[config.mk]
export PLATFORM = sky130hd
export DESIGN_NAME = a429_tx_top
export DESIGN_NICKNAME = d
export VERILOG_FILES = /design/src/rtl/a429_tx_pkg.sv /design/src/rtl/a429_tx_fifo.sv /design/src/rtl/a429_tx_baud.sv /design/src/rtl/a429_tx_ser.sv /design/src/rtl/a429_tx_top.sv
export SDC_FILE = /design/constraint.sdc
export NUM_CORES = 1
export LEC_CHECK = 0
export BUFFER_PORTS_ARGS = -buffer_cell sky130_fd_sc_hd__buf_2
export CORE_MARGIN = 2
export CORE_UTILIZATION = 41
export DETAILED_ROUTE_END_ITERATION = 10
export PLACE_DENSITY = 0.62
export SYNTH_ARGS = -nofsm -noshare
export SYNTH_HDL_FRONTEND = slang
export SYNTH_HIERARCHICAL = 1
export SYNTH_SLANG_ARGS = --single-unit
[constraint.sdc]
create_clock -name clk -period 5.1 [get_ports clk]
set_clock_uncertainty 0.2 [all_clocks]
set_input_delay 1.02 -clock clk [delete_from_list [all_inputs] [get_ports clk]]
set_output_delay 1.02 -clock clk [all_outputs]
set_load 0.05 [all_outputs]
[src/rtl/a429_tx_pkg.sv]
package a429_tx_pkg;

    typedef enum logic [1:0] {
        ST_IDLE = 2'd0,
        ST_SEND = 2'd1,
        ST_GAP  = 2'd2
    } tx_state_e;

    // Shape the top bit: pass through, or parity over the lower 31 bits
    function automatic logic [31:0] shape_word(input logic [31:0] w,
                                               input logic        pen,
                                               input logic        podd);
        logic p;
        p = podd ? ~(^w[30:0]) : (^w[30:0]);
        return pen ? {p, w[30:0]} : w;
    endfunction

endpackage

[src/rtl/a429_tx_fifo.sv]
module a429_tx_fifo #(
    parameter int WIDTH = 32,
    parameter int DEPTH = 32
) (
    input  logic             clk,
    input  logic             rst_n,
    input  logic             push,
    input  logic [WIDTH-1:0] push_data,
    input  logic             pop,
    output logic [WIDTH-1:0] head_data,
    output logic             empty,
    output logic             half,
    output logic             full
);
    localparam int AW = $clog2(DEPTH);
    localparam int HALF_LVL = DEPTH / 2;

    logic [WIDTH-1:0] mem [DEPTH];
    logic [AW-1:0]    wr_ptr;
    logic [AW-1:0]    rd_ptr;
    logic [AW:0]      level;
    logic             do_push;
    logic             do_pop;

    assign do_push = push && !full;
    assign do_pop  = pop && !empty;

    always_ff @(posedge clk) begin
        if (do_push) begin
            mem[wr_ptr] <= push_data;
        end
    end

    always_ff @(posedge clk) begin
        if (!rst_n) begin
            wr_ptr <= '0;
            rd_ptr <= '0;
            level  <= '0;
        end else begin
            if (do_push) begin
                wr_ptr <= wr_ptr + 1'b1;
            end
            if (do_pop) begin
                rd_ptr <= rd_ptr + 1'b1;
            end
            unique case ({do_push, do_pop})
                2'b10:   level <= level + 1'b1;
                2'b01:   level <= level - 1'b1;
                default: level <= level;
            endcase
        end
    end

    assign head_data = mem[rd_ptr];
    assign empty     = (level == '0);
    assign full      = (level == (AW+1)'(DEPTH));
    assign half      = (level >= (AW+1)'(HALF_LVL));

endmodule

[src/rtl/a429_tx_baud.sv]
module a429_tx_baud #(
    parameter int FAST_DIV = 10,
    parameter int SLOW_DIV = 80
) (
    input  logic clk,
    input  logic rst_n,
    input  logic restart,
    input  logic slow,
    output logic tick,
    output logic bit_first
);
    localparam int CW = $clog2(SLOW_DIV);

    logic [CW-1:0] cnt;
    logic [CW-1:0] lim;

    assign lim = slow ? CW'(SLOW_DIV - 1) : CW'(FAST_DIV - 1);

    always_ff @(posedge clk) begin
        if (!rst_n) begin
            cnt <= '0;
        end else if (restart || cnt == lim) begin
            cnt <= '0;
        end else begin
            cnt <= cnt + 1'b1;
        end
    end

    assign tick      = (cnt == lim) && !restart;
    assign bit_first = (cnt == '0);

endmodule

[src/rtl/a429_tx_ser.sv]
module a429_tx_ser
    import a429_tx_pkg::*;
#(
    parameter int WORD_BITS = 32,
    parameter int GAP_BITS  = 4
) (
    input  logic                 clk,
    input  logic                 rst_n,
    input  logic                 q_empty,
    input  logic [WORD_BITS-1:0] q_data,
    input  logic                 rate_slow,
    input  logic                 par_en,
    input  logic                 par_odd,
    input  logic                 tick,
    input  logic                 bit_first,
    output logic                 pop,
    output logic                 baud_restart,
    output logic                 slow_q,
    output logic                 ser_bit,
    output logic                 ser_valid,
    output logic                 ser_start
);
    localparam int IW = $clog2(WORD_BITS);
    localparam int GW = $clog2(GAP_BITS + 1);

    tx_state_e            state, state_nx;
    logic [WORD_BITS-1:0] word_q;
    logic [IW-1:0]        idx;
    logic [GW-1:0]        gap_cnt;
    logic                 last_bit;
    logic                 last_gap;

    assign last_bit = (idx == IW'(WORD_BITS - 1));
    assign last_gap = (gap_cnt == GW'(GAP_BITS - 1));

    // State register
    always_ff @(posedge clk) begin
        if (!rst_n) begin
            state <= ST_IDLE;
        end else begin
            state <= state_nx;
        end
    end

    // Transitions
    always_comb begin
        state_nx = state;
        unique case (state)
            ST_IDLE: if (!q_empty)           state_nx = ST_SEND;
            ST_SEND: if (tick && last_bit)   state_nx = ST_GAP;
            ST_GAP:  if (tick && last_gap)   state_nx = ST_IDLE;
            default:                         state_nx = ST_IDLE;
        endcase
    end

    // Datapath registers
    always_ff @(posedge clk) begin
        if (!rst_n) begin
            word_q  <= '0;
            idx     <= '0;
            gap_cnt <= '0;
            slow_q  <= 1'b0;
        end else begin
            unique case (state)
                ST_IDLE: begin
                    if (!q_empty) begin
                        word_q  <= shape_word(q_data, par_en, par_odd);
                        slow_q  <= rate_slow;
                        idx     <= '0;
                        gap_cnt <= '0;
                    end
                end
                ST_SEND: begin
                    if (tick && !last_bit) begin
                        idx <= idx + 1'b1;
                    end
                end
                ST_GAP: begin
                    if (tick) begin
                        gap_cnt <= gap_cnt + 1'b1;
                    end
                end
                default: ;
            endcase
        end
    end

    // Outputs
    always_comb begin
        pop          = 1'b0;
        baud_restart = 1'b0;
        ser_valid    = 1'b0;
        ser_start    = 1'b0;
        ser_bit      = 1'b0;
        unique case (state)
            ST_IDLE: begin
                pop          = !q_empty;
                baud_restart = !q_empty;
            end
            ST_SEND: begin
                ser_valid = 1'b1;
                ser_start = bit_first;
                ser_bit   = word_q[idx];
            end
            ST_GAP:  ;
            default: ;
        endcase
    end

endmodule

[src/rtl/a429_tx_top.sv]
module a429_tx_top #(
    parameter int WORD_BITS = 32,
    parameter int DEPTH     = 32,
    parameter int FAST_DIV  = 10,
    parameter int SLOW_DIV  = 80,
    parameter int GAP_BITS  = 4
) (
    input  logic        clk,
    input  logic        rst_n,
    input  logic        wr_en,
    input  logic [31:0] wr_data,
    input  logic        rate_slow,
    input  logic        par_en,
    input  logic        par_odd,
    input  logic        self_test,
    output logic        line_bit,
    output logic        line_valid,
    output logic        line_bit_start,
    output logic        lb_bit,
    output logic        lb_valid,
    output logic        lb_bit_start,
    output logic        fifo_empty,
    output logic        fifo_half,
    output logic        fifo_full
);
    logic [WORD_BITS-1:0] head;
    logic pop, restart, slow_q, tick, bit_first;
    logic s_bit, s_valid, s_start;

    a429_tx_fifo #(.WIDTH(WORD_BITS), .DEPTH(DEPTH)) u_fifo (
        .clk       (clk),
        .rst_n     (rst_n),
        .push      (wr_en),
        .push_data (wr_data),
        .pop       (pop),
        .head_data (head),
        .empty     (fifo_empty),
        .half      (fifo_half),
        .full      (fifo_full)
    );

    a429_tx_baud #(.FAST_DIV(FAST_DIV), .SLOW_DIV(SLOW_DIV)) u_baud (
        .clk       (clk),
        .rst_n     (rst_n),
        .restart   (restart),
        .slow      (slow_q),
        .tick      (tick),
        .bit_first (bit_first)
    );

    a429_tx_ser #(.WORD_BITS(WORD_BITS), .GAP_BITS(GAP_BITS)) u_ser (
        .clk          (clk),
        .rst_n        (rst_n),
        .q_empty      (fifo_empty),
        .q_data       (head),
        .rate_slow    (rate_slow),
        .par_en       (par_en),
        .par_odd      (par_odd),
        .tick         (tick),
        .bit_first    (bit_first),
        .pop          (pop),
        .baud_restart (restart),
        .slow_q       (slow_q),
        .ser_bit      (s_bit),
        .ser_valid    (s_valid),
        .ser_start    (s_start)
    );

    // Route the stream either to the line or to the internal receiver
    always_comb begin
        line_bit       = self_test ? 1'b0 : s_bit;
        line_valid     = self_test ? 1'b0 : s_valid;
        line_bit_start = self_test ? 1'b0 : s_start;
        lb_bit         = self_test ? s_bit   : 1'b0;
        lb_valid       = self_test ? s_valid : 1'b0;
        lb_bit_start   = self_test ? s_start : 1'b0;
    end

endmodule

======== Yosys cells after proc, flatten, opt, wreduce, memory -nomap -nowiden ========
Memories as Yosys holds them, arrays and structs flattened. A register that Yosys moved wholly into a read port is not among the register bits.
Cells that the tools add are included.
word-level totals
  bits in registers ....................... 66
  memory bits (writable) .................. 1024
  input bits .............................. 39
  output and inout port bits .............. 9
  word-level logic and storage cells ...... 88
  memories ................................ 1
operators by class
  add/sub/neg operators ................... 7
  $lt $le $gt $ge ......................... 2
  equal/unequal tests ..................... 13
  muxes and demuxes ....................... 30
  bitwise logic cells ..................... 3
  reductions and logical operators ........ 23
memory list
  name        depth  bits a word  read ports  clocked after memory_dff  write ports  RTL line            RTL
  u_fifo.mem  32     32           1           1                         1            a429_tx_fifo.sv:18  logic [WIDTH-1:0] mem [DEPTH];
operators with widths
  kind                                                               count
  2-to-1 mux 32 bit                                                  1
  parity 31 bit                                                      1
  2-to-1 mux 5 bit                                                   4
  adder 5 x 1 -> 5 bit, second input constant                        3
  2-to-1 mux 1 bit                                                   14
  case mux 6 bit (2 select lines)                                    1
  case mux 5 bit (2 select lines)                                    1
  AND reduction 3 bit                                                3
  inequality test 2 x 1 -> 1 bit, second input constant              4
  adder 7 x 1 -> 7 bit, second input constant                        1
  equality test 7 bit                                                1
  logical NOT 7 bit                                                  1
  2-to-1 mux 7 bit                                                   1
  adder 6 x 1 -> 6 bit, second input constant                        1
  equality test 6 bit, second input constant                         1
  greater-or-equal comparator 6 x 5 -> 1 bit, second input constant  1
  logical AND 1 bit                                                  6
  logical NOT 6 bit                                                  1
  less-than comparator 5 x 6 -> 1 bit, second input constant         1
  2-to-1 mux 2 bit                                                   3
  2-to-1 mux 3 bit                                                   2
  case mux 2 bit (3 select lines)                                    1
  case mux 3 bit (2 select lines)                                    1
  nonzero test 2 bit                                                 3
  14 further kinds                                                   21

======== Logic depth before layout (Yosys ltp) ========
  depth in word-level cells ............... 8
  mapped depth ............................ 20
  depth with buffers taken out ............ 13

======== Hierarchy ========
The synthesis kept the hierarchy.
modules (own cells, without submodules)
  module        instances  cells each  area each (um2)  sequential area each (um2)
  a429_tx_fifo  1          2053        40392.5          31169.9
  a429_tx_ser   1          250         2282.2           860.8
  a429_tx_baud  1          38          360.3            140.1
  a429_tx_top   1          6           37.5             0.0

======== Worst setup path before layout ========
No wires, ideal clock.
  kind .................................... flip-flop to flip-flop
  from .................................... register u_fifo.level[1]
  to ...................................... register u_fifo.level[2]
  setup time .............................. 71 ps
  arrival time ............................ 4854 ps
  required time ........................... 4829 ps
  setup slack ............................. -25 ps
  stages on the path, launching flop included .. 21
  path buffers ............................ 7
  clock period less this slack ............ 5125 ps
  path through ............................ dfxtp_1 > clkbuf_1 > or2_2 > clkbuf_1 > nor3_1 > or3_1 > clkbuf_1 > inv_1 > buf_2 > buf_2 > buf_4 > o31ai_1 > inv_1 > ha_1 > buf_1 > xor2_1 > ha_1 > a21oi_1 > xor2_1 > or3_1 > a21oi_1
between the ends
  longest elaborated chain between the ends .. 6
  elaborated cells on any way between the ends .. 13
  classes of those cells .................. add/sub (2); eq/ne (3); mux (2); reduce/logical (6)
RTL lines
  element                                                                RTL line            RTL
  start, declared                                                        a429_tx_fifo.sv:21  logic [AW:0] level;
  start signal, assigned                                                 a429_tx_fifo.sv:47  2'b10: level <= level + 1'b1;
  start signal, assigned                                                 a429_tx_fifo.sv:48  2'b01: level <= level - 1'b1;
  start signal, assigned                                                 a429_tx_fifo.sv:49  default: level <= level;
  logical NOT 6 bit (*)                                                  a429_tx_fifo.sv:55  assign empty = (level == '0);
  named net fifo_empty                                                   a429_tx_top.sv:22   output logic fifo_empty,
  logical NOT 1 bit (*)                                                  n/a
  2-to-1 mux 1 bit (*)                                                   n/a
  named net restart                                                      a429_tx_top.sv:27   logic pop, restart, slow_q, tick, bit_first;
  logical AND 1 bit (*)                                                  a429_tx_fifo.sv:26  assign do_pop = pop && !empty;
  equality test 2 x 1 -> 1 bit or equality test 2 bit (tied branches)    a429_tx_fifo.sv:46  unique case ({do_push, do_pop})
  case mux 6 bit (2 select lines) or nonzero test 2 bit (tied branches)  n/a
The timed path passes the listed nets; every way through them passes the cells marked *.
A chain may end at the register's enable or synchronous reset.

======== Worst setup path in the final report ========
  from .................................... register u_ser.idx[1]
  to ...................................... output port lb_bit
between the ends
  longest elaborated chain between the ends .. 4
RTL lines
  element                                 RTL line            RTL
  start, declared                         a429_tx_ser.sv:28   logic [IW-1:0] idx;
  start signal, assigned                  a429_tx_ser.sv:75   idx <= idx + 1'b1;
  binary-select mux 1 bit (select 5 bit)  a429_tx_ser.sv:103  ser_bit = word_q[idx];
  2-to-1 mux 1 bit (not written as such)  a429_tx_ser.sv:103
  2-to-1 mux 1 bit                        a429_tx_ser.sv:95   unique case (state)
  named net s_bit                         a429_tx_top.sv:28   logic s_bit, s_valid, s_start;
  2-to-1 mux 1 bit                        a429_tx_top.sv:74   lb_bit = self_test ? s_bit : 1'b0;
  end, declared                           a429_tx_top.sv:19   output logic lb_bit,
The timed path passes the listed nets, and every way through them passes these cells. The select of a mux whose other input is x is not followed.

==> results.txt <==
STA classifies the critical path endpoint as a primary output. Number of optimization iterations in the first detailed-route pass: 6. In this run, placement finished with an instance count of 3713.

In this run, synthesis produced a sequential element count of 1095. TritonCTS built the clock tree. Clock-pin slew was measured on the worst setup and hold paths at 0.06 ns. The area inside the core boundary is 103800 µm², and the vertical die dimension is 328.1 µm.

Compared with the post-synthesis result, the final layout area differs by 13.40%. The routed via count came out at 22800. Counting flops with a built-in enable in the synthesized netlist gives 1024. Summed over all layers, the routed wires come to 111300 µm.

Peak fanout along the critical path: 11. The detailed-route wire length per cell is 28.38 µm, and the final setup TNS is 0 ns. Row generation in the floorplan step produced 118 rows. Clock tree synthesis found a total of 1095 sinks. For the worst setup path, the data required time is 3.88 ns. The tools report the clock root buffer as clkbuf_16. For the worst-skew pair, the clock arrives at the later sink with an insertion delay of 0.69 ns. The maximum VDD drop was 0.0003284 V.

The number of warnings printed during yosys synthesis is 6, and the number of vias per cell is 5.817. After detailed routing, the met2 layer carries 54220 µm of wire. The flow ran to the end, and the final reports show no timing, DRC or antenna violations. After synthesis, the mean cell area works out to 18.35 µm².

The slew of the pin with the lowest slew margin is 1.140 ns, and the remaining antenna violation count after routing is 0. The die is 328.1 µm wide. The max-slew headroom at the worst pin was 0.2385.

The logs give 0.4706 for the fraction of the core area covered by cells at the end of the flow and 0 for the count of endpoints failing setup in the final report. For the total of cells resized after clock tree synthesis, the log shows 0. For the finished layout, the period the worst path requires is 4.489 ns.

Top routing layer in use: met5. The run gives 3 as the number of H-tree branching levels. The worst hold path terminates at u_ser/word_q[17]. Overall routing resource usage: 0.2074. The leakage power of the design was 0.01513 µW; the critical path data arrival time was 3.27 ns. Routability-driven placement finished with a final weighted congestion of 0.8040. For the starting density of the core, the log shows 0.4150. In this run the power density over the cells is 459.9 nW/µm². The number of buffers inserted during clock tree synthesis was 110. Period utilization: 0.8801. The worst hold slack after final layout came out at 0.2692 ns. The worst setup path is launched from a flip-flop. Leaving out filler cells and counting taps, the final layout contains 3920.

Buffers added to address setup during post-CTS repair amount to 0. Count of final hold-check violations: 0. The tools report the reg-to-reg critical path endpoint as u_ser/word_q[31]. The path class of the tightest hold or removal check is flip-flop to flip-flop. The wire length of the first global-routing pass is 160800 µm. The remaining design rule violation count is 0.

The source of the worst hold timing path is u_ser/word_q[17]. Synthesis instantiated 59 different standard cells from the library. The number of antenna violations at the first check in global routing is 11, and the sum of overflow across all layers after global routing is 0.

The synthesized netlist occupies a cell area of 43070 µm². The count of maximum capacitance violations was 0. Overall power consumption after layout is estimated at 22460 µW. The number of global-route vias before repair was 22870. For this design, the CTS-stage hold fixing added 0 buffers. Fraction of final layout cells sized beyond drive strength 1: 0.2537. The run gives 8618 as the number of filler instances in the final layout. The async set-or-reset flop fraction in the synthesized netlist is 0.

For the worst flop-to-flop path, the logic depth is 11. The run gives 2347 as the number of cells produced by synthesis. Derived from the worst setup path, the maximum achievable clock frequency is 0.2228 GHz. The tools report the half-perimeter wire length after placement as 61110 µm. The number of top-level pins came out at 48.

Classification of the worst setup path: flip-flop to primary output. The number of slew-limit violations in the final report was 0; the number of stages on the worst hold path was 2. After detailed routing, the wire length on met1 is 46340 µm. The sequential area share after synthesis was 0.7469; the number of nets in the layout was 2498.

Entering global routing, the biggest net connects 89 pins. After the first detailed-routing iteration, the DRC count stood at 2431. The logs give 0.87 ns for the worst setup slack for register-to-register paths and 2400 for the total nets after synthesis.

Setup repair after global routing left no endpoint under its margin. The most used flip-flop cell after synthesis is edfxtp_1. The total die area was 107700 µm²; the number of buffers inserted by port buffering was 47. Summed over all nets, wire length on met3 after detailed routing comes to 7496 µm.

The run gives 3 as the deepest clock path buffer count.
[cell usage after synthesis (5+ instances only)]
cell      instances  share of area
edfxtp_1       1024           0.71
xor2_1           15         0.0031
mux4_1            7         0.0043
a21boi_0         32         0.0056
mux4_2          130          0.068
buf_1            11        0.00096
or3_1             7         0.0010
dfxtp_1          71          0.033
buf_2            17         0.0020
nand3b_1          5        0.00087
nand2b_1          9         0.0013
a21oi_1           9         0.0010
a211oi_1         65          0.011
o21ai_0          70         0.0081
nand3_1           8        0.00093
nand2_1          81         0.0071
nor3_1           72         0.0084
inv_1            15         0.0013
buf_6            11         0.0029
or4_1            32         0.0056
clkbuf_1         96         0.0084
ha_1             14         0.0041
nor2b_1          78          0.011
nor2_1           55         0.0048
xnor2_1          29         0.0059
mux2i_1           9         0.0021
a22o_1           64          0.013
mux2_2          192          0.050
o22ai_1          64         0.0093
[metrics by stage]
step | area, µm² | worst slack (ns)
global route | 48840 | 0.4929
finish | 48840 | 0.6115
detailed placement | 45550 | 0.8870
CTS | 48840 | 0.6009
floorplan | 43080 | 0.4817
global placement | 45550 | 0.7877
[worst max path at each step]
stage                     slack [ns]               end             from  depth (start not counted)
after floorplan                 0.48   u_fifo/level[2]  u_fifo/level[1]                         20
after global placement          0.79  u_ser/word_q[31]        flip-flop                         11
after detailed placement        0.89  u_ser/word_q[31]        flip-flop                         11
after CTS                       0.60            lb_bit     u_ser/idx[1]                          7
after global routing            0.49            lb_bit     u_ser/idx[1]                          7
final                           0.61            lb_bit     u_ser/idx[1]                          7
[power breakdown]
part           total (µW)  switching (µW)  internal, µW
clock network        7420            3300          4110
registers           10300             217         10100
logic                4720            2770          1950
[registers in the layout, summed over array words and instances (netlist names), named ones only]
signal         cells
u_baud/cnt         7
u_fifo/level       6
u_fifo/mem      1024
u_fifo/rd_ptr      5
u_fifo/wr_ptr      5
u_ser/gap_cnt      3
u_ser/idx          5
u_ser/slow_q       1
u_ser/state        2
u_ser/word_q      32
[cell usage in the layout, fill, tap and decap left out, drive strengths merged, types with 4 or more instances in the layout]
master	n
edfxtp	1024
mux2	192
clkbuf	149
mux4	137
buf	125
nand2	82
nor2b	78
nor3	72
dfxtp	71
o21ai	70
a211oi	65
a22o	64
o22ai	64
nor2	55
clkinv	49
or4	33
a21boi	32
xnor2	29
inv	19
xor2	15
ha	14
a21oi	9
mux2i	9
nand2b	9
nand3	8
or3	8
nand3b	5
and2	4
or2	4
a31oi	4
[kinds of logic after synthesis]
| logic type | after synthesis | share of synthesized area |
|---|---|---|
| xor gates and xnor gates | 44 | 0.008947 |
| muxes | 338 | 0.1245 |
| adders and majority gates | 14 | 0.004067 |
| DFF | 1095 | 0.7469 |
| buffers and inverters | 154 | 0.01633 |
| and+or+nand+nor | 376 | 0.04622 |
| AOI/OAI and AO/OA | 326 | 0.05301 |
[routing by layer]
metal | vias up | global-route usage
li1 | 9684 | -
met1 | 12050 | 0.2830
met2 | 865 | 0.3424
met3 | 205 | 0.03261
met4 | 4 | 0.06572
met5 | - | 0
[final cells by class]
type | count | area (µm²) | share of cell area
Clock buffer | 149 | 2920 | 0.05979
Multi-Input combinational cell | 1098 | 10490 | 0.2148
Clock inverter | 56 | 367.9 | 0.007531
Tap cell | 1380 | 1727 | 0.03535
Sequential cell | 1095 | 32180 | 0.6588
Inverter | 15 | 56.30 | 0.001153
Antenna cell | 2 | 5.005 | 0.0001025
Timing Repair Buffer | 125 | 1096 | 0.02244
[critical path: stages, from the launching register on]
cell and delay [ns]:
dfxtp_1 0.68, mux4_1 0.64, mux4_2 0.47, nor2_1 0.10, a31oi_1 0.04, and3_1 0.27, and2_1 0.17, buf_2 0.20
No activity file was read; power rests on OpenSTA's default activity.
